### src/rtl/abs_seq_pkg.sv
package abs_seq_pkg;

  typedef enum logic [2:0] {
    PH_IDLE, PH_PRO, PH_SAVE, PH_ACC, PH_REST, PH_EPI, PH_TERM, PH_FIN
  } phase_t;

  typedef enum logic [1:0] {RK_CSR, RK_GPR, RK_FPR, RK_BAD} reg_kind_t;

  localparam logic [4:0]  RS0      = 5'd8;
  localparam logic [11:0] CSR_DS0  = 12'h7B2;
  localparam logic [11:0] CSR_DS1  = 12'h7B3;
  localparam logic [11:0] CSR_MST  = 12'h300;
  localparam logic [31:0] W_EBREAK = 32'h0010_0073;
  localparam logic [2:0]  ERR_NOTSUP = 3'd2;

  // csrrw x0, csr, rs
  function automatic logic [31:0] f_csrw(input logic [11:0] csr, input logic [4:0] rs);
    return {csr, rs, 3'b001, 5'd0, 7'h73};
  endfunction

  // csrrs rd, csr, x0
  function automatic logic [31:0] f_csrr(input logic [4:0] rd, input logic [11:0] csr);
    return {csr, 5'd0, 3'b010, rd, 7'h73};
  endfunction

  // csrrs x0, csr, rs
  function automatic logic [31:0] f_csrset(input logic [11:0] csr, input logic [4:0] rs);
    return {csr, rs, 3'b010, 5'd0, 7'h73};
  endfunction

  function automatic logic [31:0] f_lui(input logic [4:0] rd, input logic [19:0] imm);
    return {imm, rd, 7'h37};
  endfunction

  // fmv.x.w rd, fs
  function automatic logic [31:0] f_fmv_xw(input logic [4:0] rd, input logic [4:0] fs);
    return {7'h70, 5'd0, fs, 3'b000, rd, 7'h53};
  endfunction

  // fmv.w.x fd, rs
  function automatic logic [31:0] f_fmv_wx(input logic [4:0] fd, input logic [4:0] rs);
    return {7'h78, 5'd0, rs, 3'b000, fd, 7'h53};
  endfunction

  // jal x0, off
  function automatic logic [31:0] f_jal0(input logic [20:0] off);
    return {off[20], off[10:1], off[11], off[19:12], 5'd0, 7'h6F};
  endfunction

endpackage

### src/rtl/abs_seq_decode.sv
module abs_seq_decode
  import abs_seq_pkg::*;
#(
  parameter int REGW  = 16,
  parameter int SIZEW = 3
) (
  input  logic [REGW-1:0]  regno,
  input  logic [SIZEW-1:0] size,
  input  logic             csr_en,
  output reg_kind_t        kind,
  output logic             is_fpu,
  output logic             supported
);
  localparam logic [REGW-1:0] GPR_LO = REGW'('h1000);
  localparam logic [REGW-1:0] FPR_LO = REGW'('h1020);
  localparam logic [REGW-1:0] FPR_HI = REGW'('h103F);

  logic in_fpr;
  logic size_ok;

  assign in_fpr  = (regno >= FPR_LO) && (regno <= FPR_HI);
  assign size_ok = (size == SIZEW'(2));
  assign is_fpu  = in_fpr || (regno == REGW'(1)) || (regno == REGW'(2)) ||
                   (regno == REGW'(3));

  always_comb begin
    if (regno < GPR_LO)      kind = RK_CSR;
    else if (regno < FPR_LO) kind = RK_GPR;
    else if (in_fpr)         kind = RK_FPR;
    else                     kind = RK_BAD;
  end

  always_comb begin
    unique case (kind)
      RK_CSR:  supported = size_ok && csr_en;
      RK_GPR:  supported = size_ok;
      RK_FPR:  supported = size_ok;
      default: supported = 1'b0;
    endcase
  end
endmodule

### src/rtl/abs_seq_emit.sv
module abs_seq_emit
  import abs_seq_pkg::*;
#(
  parameter int          IDXW     = 4,
  parameter int          PBUF_GAP = 64,
  parameter logic [11:0] XFER_CSR = 12'h7C0,
  parameter logic [19:0] FS_HI    = 20'h00006
) (
  input  phase_t          phase,
  input  logic [2:0]      step,
  input  reg_kind_t       kind,
  input  logic            write,
  input  logic            postexec,
  input  logic [11:0]     regno,
  input  logic [IDXW-1:0] idx,
  output logic [31:0]     word
);
  logic [4:0]  rn;
  logic [20:0] jofs;

  // Integer and FP data registers: low five bits give the register index.
  assign rn   = regno[4:0];
  assign jofs = 21'(PBUF_GAP) - (21'(idx) << 2);

  always_comb begin
    word = '0;
    unique case (phase)
      PH_PRO: begin
        unique case (step)
          3'd0:    word = f_csrw(CSR_DS0, RS0);
          3'd1:    word = f_csrr(RS0, CSR_MST);
          3'd2:    word = f_csrw(CSR_DS1, RS0);
          3'd3:    word = f_lui(RS0, FS_HI);
          default: word = f_csrset(CSR_MST, RS0);
        endcase
      end
      PH_SAVE: word = f_csrw(CSR_DS0, RS0);
      PH_REST: word = f_csrr(RS0, CSR_DS0);
      PH_EPI: begin
        unique case (step)
          3'd0:    word = f_csrr(RS0, CSR_DS1);
          3'd1:    word = f_csrw(CSR_MST, RS0);
          default: word = f_csrr(RS0, CSR_DS0);
        endcase
      end
      PH_ACC: begin
        unique case (kind)
          RK_GPR:  word = write ? f_csrr(rn, XFER_CSR) : f_csrw(XFER_CSR, rn);
          RK_FPR: begin
            if (step == 3'd0) word = write ? f_csrr(RS0, XFER_CSR) : f_fmv_xw(RS0, rn);
            else              word = write ? f_fmv_wx(rn, RS0)     : f_csrw(XFER_CSR, RS0);
          end
          default: begin
            if (step == 3'd0) word = write ? f_csrr(RS0, XFER_CSR) : f_csrr(RS0, regno);
            else              word = write ? f_csrw(regno, RS0)    : f_csrw(XFER_CSR, RS0);
          end
        endcase
      end
      PH_TERM: word = postexec ? f_jal0(jofs) : W_EBREAK;
      default: word = '0;
    endcase
  end
endmodule

### src/rtl/abs_reg_seq.sv
module abs_reg_seq
  import abs_seq_pkg::*;
#(
  parameter int          BUF_DEPTH = 16,
  parameter int          REGW      = 16,
  parameter int          SIZEW     = 3,
  parameter int          ERRW      = 3,
  parameter int          PBUF_GAP  = 4 * BUF_DEPTH,
  parameter logic [11:0] XFER_CSR  = 12'h7C0,
  parameter logic [19:0] FS_HI     = 20'h00006,
  localparam int         IDXW      = $clog2(BUF_DEPTH)
) (
  input  logic             clk,
  input  logic             rst_n,
  input  logic             cmd_valid,
  output logic             cmd_ready,
  input  logic [REGW-1:0]  cmd_regno,
  input  logic             cmd_transfer,
  input  logic             cmd_write,
  input  logic [SIZEW-1:0] cmd_size,
  input  logic             cmd_postexec,
  input  logic             csr_access_en,
  input  logic [ERRW-1:0]  err_in,
  output logic             buf_we,
  output logic [IDXW-1:0]  buf_idx,
  output logic [31:0]      buf_data,
  output logic             done,
  output logic             err_set,
  output logic [ERRW-1:0]  err_code
);
  localparam logic [2:0] PRO_LAST = 3'd4;
  localparam logic [2:0] EPI_LAST = 3'd2;

  phase_t          phase;
  logic [2:0]      step;
  reg_kind_t       kind_q;
  logic            fpu_q, write_q, pexec_q, err_q;
  logic [11:0]     regno_q;
  logic [IDXW-1:0] idx;

  reg_kind_t d_kind;
  logic      d_fpu, d_ok, accept, acc_last;

  abs_seq_decode #(.REGW(REGW), .SIZEW(SIZEW)) u_dec (
    .regno(cmd_regno), .size(cmd_size), .csr_en(csr_access_en),
    .kind(d_kind), .is_fpu(d_fpu), .supported(d_ok)
  );

  abs_seq_emit #(.IDXW(IDXW), .PBUF_GAP(PBUF_GAP), .XFER_CSR(XFER_CSR), .FS_HI(FS_HI)) u_emit (
    .phase(phase), .step(step), .kind(kind_q), .write(write_q),
    .postexec(pexec_q), .regno(regno_q), .idx(idx), .word(buf_data)
  );

  assign cmd_ready = (phase == PH_IDLE);
  assign accept    = cmd_valid && cmd_ready;
  assign acc_last  = (kind_q == RK_GPR) || (step == 3'd1);
  assign buf_we    = (phase != PH_IDLE) && (phase != PH_FIN);
  assign buf_idx   = idx;
  assign done      = (phase == PH_FIN);
  assign err_set   = done && err_q;
  assign err_code  = err_set ? ERRW'(ERR_NOTSUP) : '0;

  always_ff @(posedge clk) begin
    if (!rst_n) begin
      phase   <= PH_IDLE;
      step    <= '0;
      idx     <= '0;
      kind_q  <= RK_CSR;
      fpu_q   <= 1'b0;
      write_q <= 1'b0;
      pexec_q <= 1'b0;
      err_q   <= 1'b0;
      regno_q <= '0;
    end else begin
      if (buf_we) idx <= idx + 1'b1;
      unique case (phase)
        PH_IDLE: if (accept) begin
          idx     <= '0;
          step    <= '0;
          kind_q  <= d_kind;
          fpu_q   <= d_fpu;
          write_q <= cmd_write;
          pexec_q <= cmd_postexec;
          regno_q <= cmd_regno[11:0];
          err_q   <= 1'b0;
          if (err_in != '0)              phase <= PH_FIN;
          else if (!cmd_transfer)        phase <= PH_TERM;
          else if (!d_ok) begin          phase <= PH_FIN; err_q <= 1'b1; end
          else if (d_fpu)                phase <= PH_PRO;
          else if (d_kind == RK_CSR)     phase <= PH_SAVE;
          else                           phase <= PH_ACC;
        end
        PH_PRO: begin
          step <= (step == PRO_LAST) ? 3'd0 : step + 3'd1;
          if (step == PRO_LAST) phase <= PH_ACC;
        end
        PH_SAVE: phase <= PH_ACC;
        PH_ACC: begin
          step <= acc_last ? 3'd0 : step + 3'd1;
          if (acc_last) phase <= fpu_q ? PH_EPI : ((kind_q == RK_CSR) ? PH_REST : PH_TERM);
        end
        PH_REST: phase <= PH_TERM;
        PH_EPI: begin
          step <= (step == EPI_LAST) ? 3'd0 : step + 3'd1;
          if (step == EPI_LAST) phase <= PH_TERM;
        end
        PH_TERM: phase <= PH_FIN;
        default: begin
          phase <= PH_IDLE;
          err_q <= 1'b0;
        end
      endcase
    end
  end
endmodule

### config.mk
export PLATFORM = sky130hd
export DESIGN_NAME = abs_reg_seq
export DESIGN_NICKNAME = d
export VERILOG_FILES = /design/src/rtl/abs_seq_pkg.sv /design/src/rtl/abs_seq_decode.sv /design/src/rtl/abs_seq_emit.sv /design/src/rtl/abs_reg_seq.sv
export SDC_FILE = /design/constraint.sdc
export NUM_CORES = 1
export LEC_CHECK = 0
export CAP_MARGIN = 20
export CORE_MARGIN = 2
export CORE_UTILIZATION = 43
export CTS_CLUSTER_DIAMETER = 60
export DETAILED_ROUTE_END_ITERATION = 10
export GPL_TIMING_DRIVEN = 1
export MAX_ROUTING_LAYER = met4
export PLACE_DENSITY = 0.78
export SLEW_MARGIN = 20
export SYNTH_ARGS = -nofsm -noshare
export SYNTH_HDL_FRONTEND = slang
export SYNTH_SLANG_ARGS = --single-unit
### constraint.sdc
create_clock -name clk -period 2.2 [get_ports clk]
set_input_delay 0.44 -clock clk [delete_from_list [all_inputs] [get_ports clk]]
set_output_delay 0.44 -clock clk [all_outputs]
set_load 0.05 [all_outputs]
## Yosys cells after proc, flatten, opt, wreduce, memory -nomap -nowiden

Cells that the tools add are included.

| word-level totals | value |
|---|---|
| register bits | 28 |
| word-level logic and storage cells | 105 |

| operators by class | value |
|---|---|
| add/subtract/negate cells | 3 |
| $lt $le $gt $ge | 4 |
| equal/unequal tests | 24 |
| muxes and demuxes | 42 |
| bitwise logic cells | 1 |
| reduce and logical (&&, ||, !) cells | 22 |

Operators by type and width:

| kind | number |
|---|---|
| $mux W32 | 7 |
| $pmux W32 S6 | 1 |
| $pmux W31 S4 | 1 |
| $pmux W32 S2 | 1 |
| $pmux W31 S2 | 1 |
| $mux W3 | 11 |
| $eq A16 B2 Y1 const B | 2 |
| $lt A16 B13 Y1 const B | 2 |
| $pmux W3 S7 | 1 |
| $mux W20 | 1 |
| $eq A16 B1 Y1 const B | 1 |
| $ge A16 B13 Y1 const B | 1 |
| $le A16 B13 Y1 const B | 1 |
| $eq A3 B2 Y1 const B | 5 |
| $eq A3 B3 Y1 const B | 5 |
| $mux W2 | 6 |
| $mux W4 | 3 |
| $pmux W3 S4 | 1 |
| $sub A7 B6 Y8 const A | 1 |
| $eq A3 B1 Y1 const B | 2 |
| $logic_not A3 Y1 | 2 |
| $mux W1 | 6 |
| $ne A2 B2 Y1 const B | 3 |
| $reduce_and A2 Y1 | 3 |
| other kinds (16) | 28 |

## Longest topological paths before layout

| depth | value |
|---|---|
| depth in word-level cells | 13 |
| depth in mapped cells | 9 |
| gate-level depth less buffers | 9 |

## By module

A second synthesis with hierarchy kept.

| second synthesis, totals | value |
|---|---|
| cell total of the unflattened synthesis | 338 |
| area, all modules | 2543.7 um2 |

Modules (own cells, without submodules):

| module | instances | cells each | area an instance (um2) |
|---|---|---|---|
| abs_reg_seq | 1 | 180 | 1475.2 |
| abs_seq_emit | 1 | 138 | 923.4 |
| abs_seq_decode | 1 | 20 | 145.1 |

## Least setup slack after synthesis

Ideal clock, no wire load.

| timing path | value |
|---|---|
| path type | reg-to-output |
| start point | reg kind_q[0] |
| end point | out buf_data[12] |
| data arrival time | 2967 ps |
| data required time | 1760 ps |
| path slack | -1207 ps |
| stages on the path, launching flop included | 6 |
| buffers on the path | 1 |
| cells stage by stage | dfxtp_1 -> inv_1 -> ha_1 -> clkbuf_1 -> nor2_1 -> o311ai_0 |

| between the ends | value |
|---|---|
| word-level cells in the longest chain between the ends | 3 |

Ends and longest elaborated chain:

| element | line | source |
|---|---|---|
| from (decl) | abs_reg_seq.sv:36 | `reg_kind_t kind_q;` |
| from (signal assigned) | abs_reg_seq.sv:80 | `kind_q <= d_kind;` |
| $eq A2 B2 Y1 / $eq A2 B1 Y1 (equally long branches) | abs_seq_emit.sv:47 | `unique case (kind)` |
| $pmux W32 S2 * | abs_seq_emit.sv:47 |  |
| $pmux W32 S6 * | abs_seq_emit.sv:27 | `unique case (phase)` |
| to (decl) | abs_reg_seq.sv:26 | `output logic [31:0] buf_data,` |

Mark *: on every way between the ends. The rest lies on a longest branch, timed or not.

## Worst setup path in the final report

| timing path | value |
|---|---|
| start point | reg step[1] |
| end point | out buf_data[25] |

| between the ends | value |
|---|---|
| word-level cells in the longest chain between the ends | 4 |

Ends and longest elaborated chain:

| element | line | source |
|---|---|---|
| from (decl) | abs_reg_seq.sv:35 | `logic [2:0] step;` |
| from (signal assigned) | abs_reg_seq.sv:94 | `step <= (step == PRO_LAST) ? 3'd0 : step + 3'd1;` |
| from (signal assigned) | abs_reg_seq.sv:99 | `step <= acc_last ? 3'd0 : step + 3'd1;` |
| from (signal assigned) | abs_reg_seq.sv:104 | `step <= (step == EPI_LAST) ? 3'd0 : step + 3'd1;` |
| $logic_not A3 Y1 | -- |  |
| $mux W32, on equally long branches | abs_seq_emit.sv:54, abs_seq_emit.sv:50 |  |
| $pmux W32 S2 | abs_seq_emit.sv:47 |  |
| $pmux W32 S6 * | abs_seq_emit.sv:27 |  |

Marked as above.

==> reports/qor.yml <==
sta:
  finalHoldViolCount: 0
  fin_crit_ns: 2.46
  rsz0062_at_grt: "yes"
  setup_viol: 27
  max-slew-margin-rel_pct: 61.5
  min_period_over_period_pct: 112
  finClkSkew_ns: 0.00992
  finalWorstSetupSlack_ns: -0.263
  tightest_slew_ns: 0.575
  tns_ns: -3.92
  fmax_mhz: 406
  drv_slew: 0
outcome:
  status: "finished, violations left"
  violations: "setup timing"
synth:
  synthTopCellsByCount: "46 x nand2_1, 28 x dfxtp_1, 17 x a21boi_0, 16 x nor2_1"
  syn_area_um2: 2330
  yosysWarnings: 0
  yosysTopAreaCellShare_pct: 24.0
  ys_types: 61
  ys_ff_latch: 28
  yosysTopAreaCell: "dfxtp_1"
  async_flop_share_pct: 0
  synth.most_common_cell: "nand2_1"
  synth_area_leaders: "dfxtp_1 24%, ha_1 8.0%, nand2_1 7.4%, a21boi_0 5.5%, a21oi_1 3.2%"
  syn-instance-count: 306
  synth-edff-count: 0
  yosys_most_used_dff: "dfxtp_1"
  synth.avg_cell_area_um2: 7.62
  ys_seq_area_share_pct: 24.0
floorplan:
  start_util_pct: 45.1
  io_pins: 72
  core_area_um2: 5170
  die_y_um: 77.6
  rows: 26
  die_w_um: 77.6
  die_area_um2: 6030
detailed_routing:
  drc: 0
  via_per_inst: 5.75
  final_antenna_net_count: 0
  wl_per_cell_um: 18.0
  first_iter_violations: 222
  drt_wl_total_mm: 8.77
  drt_first_pass_iters: 4
  num_vias: 2802
critical_path:
  cp_num_buf_inv: 2
  reg2regPathDepth: 8
  crit_chain: "inv_2 > ha_4 > or4b_4 > nand3_4 > o21ai_4 > a221o_2 > buf_8"
  cpPeakStageDelay_ns: 0.49
  arrival_ns: 2.02
  crit_fanout: 5
  crit_path_start_kind: "register"
  cp_top_family: "simple AND/OR/NAND/NOR gates"
  r2r_end: "phase[2]"
  reg2reg_from: "step[1]"
  crit_slowest_cell: "or4b_4"
  criticalPathCategory: "reg -> out"
  endpoint_kind: "output port"
  r2r_slack_ns: 0.21
  required_ns: 1.76
worst_hold_path:
  hold_depth: 3
  hold_end: "regno_q[7]"
  hold_path.class: "in -> reg"
  hold_path.startpoint: "cmd_regno[7]"
global_route:
  overflow: 0
  antenna_found_initial: 0
  grt_first_pass_wirelength_mm: 14.1
  grtUsageTotal_pct: 29.7
  grt_pass1_vias: 2857
  grt_max_degree: 20
placement:
  dpl_cell_area_um2: 3760
  gp_congestion: 0.877
  place_ws_ns: -0.621
  dpl.hpwl_mm: 6.10
  dp_cells: 475
  port_buffers: 69
cells_and_area:
  stdcell_area_um2: 4190
  synthToLayoutAreaGrowth_pct: 79.5
  final_cell_count_no_fill: 487
  nNetsFinal: 462
  antenna_cells: 0
  drive_gt1_share_pct: 46.0
power:
  power.density_nw_per_um2: 1620
  p_leak_nw: 1.68
  report.power.total_mw: 6.76
  worst_ir_drop_vdd_mv: 1.32
clock_tree:
  hold_buffers: 0
  root_buffer: "clkbuf_8"
  clkLatencyLatePin_ns: 0.28
  clock-sinks: 28
  clk_pin_slew_worst_paths_ns: 0.10
  cts_tree: "built"
  clockBufferDepth: 2
  cts_buffers: 3
  htree_num_levels: 1
flow_run:
  max-cap-violations: 0
[worst max path at each step]
stage / cells after the start / from / end / slack, ns
2_1_floorplan: 5 / kind_q[0] / buf_data[12] / -0.16
5_1_grt: 7 / step[0] / buf_data[25] / -0.32
3_5_place_dp: 10 / cmd_regno[6] / phase[2] / -0.62
4_1_cts: 7 / step[1] / buf_data[25] / -0.25
3_3_place_gp: 10 / cmd_regno[6] / phase[2] / -0.55
6_report: 7 / step[1] / buf_data[25] / -0.26
[state kept, by name, indices dropped and copies added, names as in the netlist]
register,cells
kind_q,2
err_q,1
phase,3
regno_q,12
buf_idx,4
fpu_q,1
pexec_q,1
write_q,1
step,3
[area by class of cell]
cell class | instances | area, µm²
clock buffer | 4 | 55.1
fill | 284 | 987
inverter | 16 | 62.6
multi-input combinational | 243 | 2010
sequential | 28 | 571
tap | 70 | 87.6
timing repair buffer | 126 | 1400
[worst min-delay path, cell delays in order]
cell	delay (ns)
buf_6	0.10
nand2_1	0.04
a21boi_0	0.06
[per-layer routing]
layer | track usage [%] | vias up | wire (µm)
met5 | - | - | 0
li1 | - | 1300 | -
met3 | 3.95 | 33 | 543
met1 | 33.7 | 1329 | 3420
met4 | 11.4 | 0 | 356
met2 | 52.7 | 140 | 4450
[cell usage in the layout, fill, tap and decap left out, drive strengths merged, types with 11 or more instances in the layout]
master and count:
buf 97, nand2 46, dfxtp 28, clkdlybuf4s50 22, a21boi 19, nor3 17, nor2 16, inv 16
a21oi 15, ha 15, o21ai 11, and2 11
[timing repair]
item,4_1_cts,5_1_grt
pin swaps,24,14
buffers inserted,7,3
setup endpoints to repair,33,32
gates resized for setup,74,29
[cells by family after synthesis]
family	Yosys count	share of synthesized area (%)
and+or+nand+nor	135	31.5
AOI/OAI and AO/OA	85	26.1
buffers and inverters	36	7.40
DFF	28	24.0
adders and majority gates	15	8.05
xor gates and xnor gates	5	2.20
other	1	0.161
muxes	1	0.483
[power by group]
part	internal (mW)	leakage [nW]	switching, mW
sequential	0.636	0.232	0.153
clock	0.161	0.0288	0.167
combinational	2.42	1.42	3.23
total	3.22	1.68	3.55
[metrics by stage]
stage	hold slack [ns]	util, %
after floorplan	0.436	-
after global placement	0.450	72.6
after detailed placement	0.458	72.6
after CTS	0.443	78.8
after global routing	0.443	80.9
final	0.402	80.9
Power figures use the tool's default switching activity.
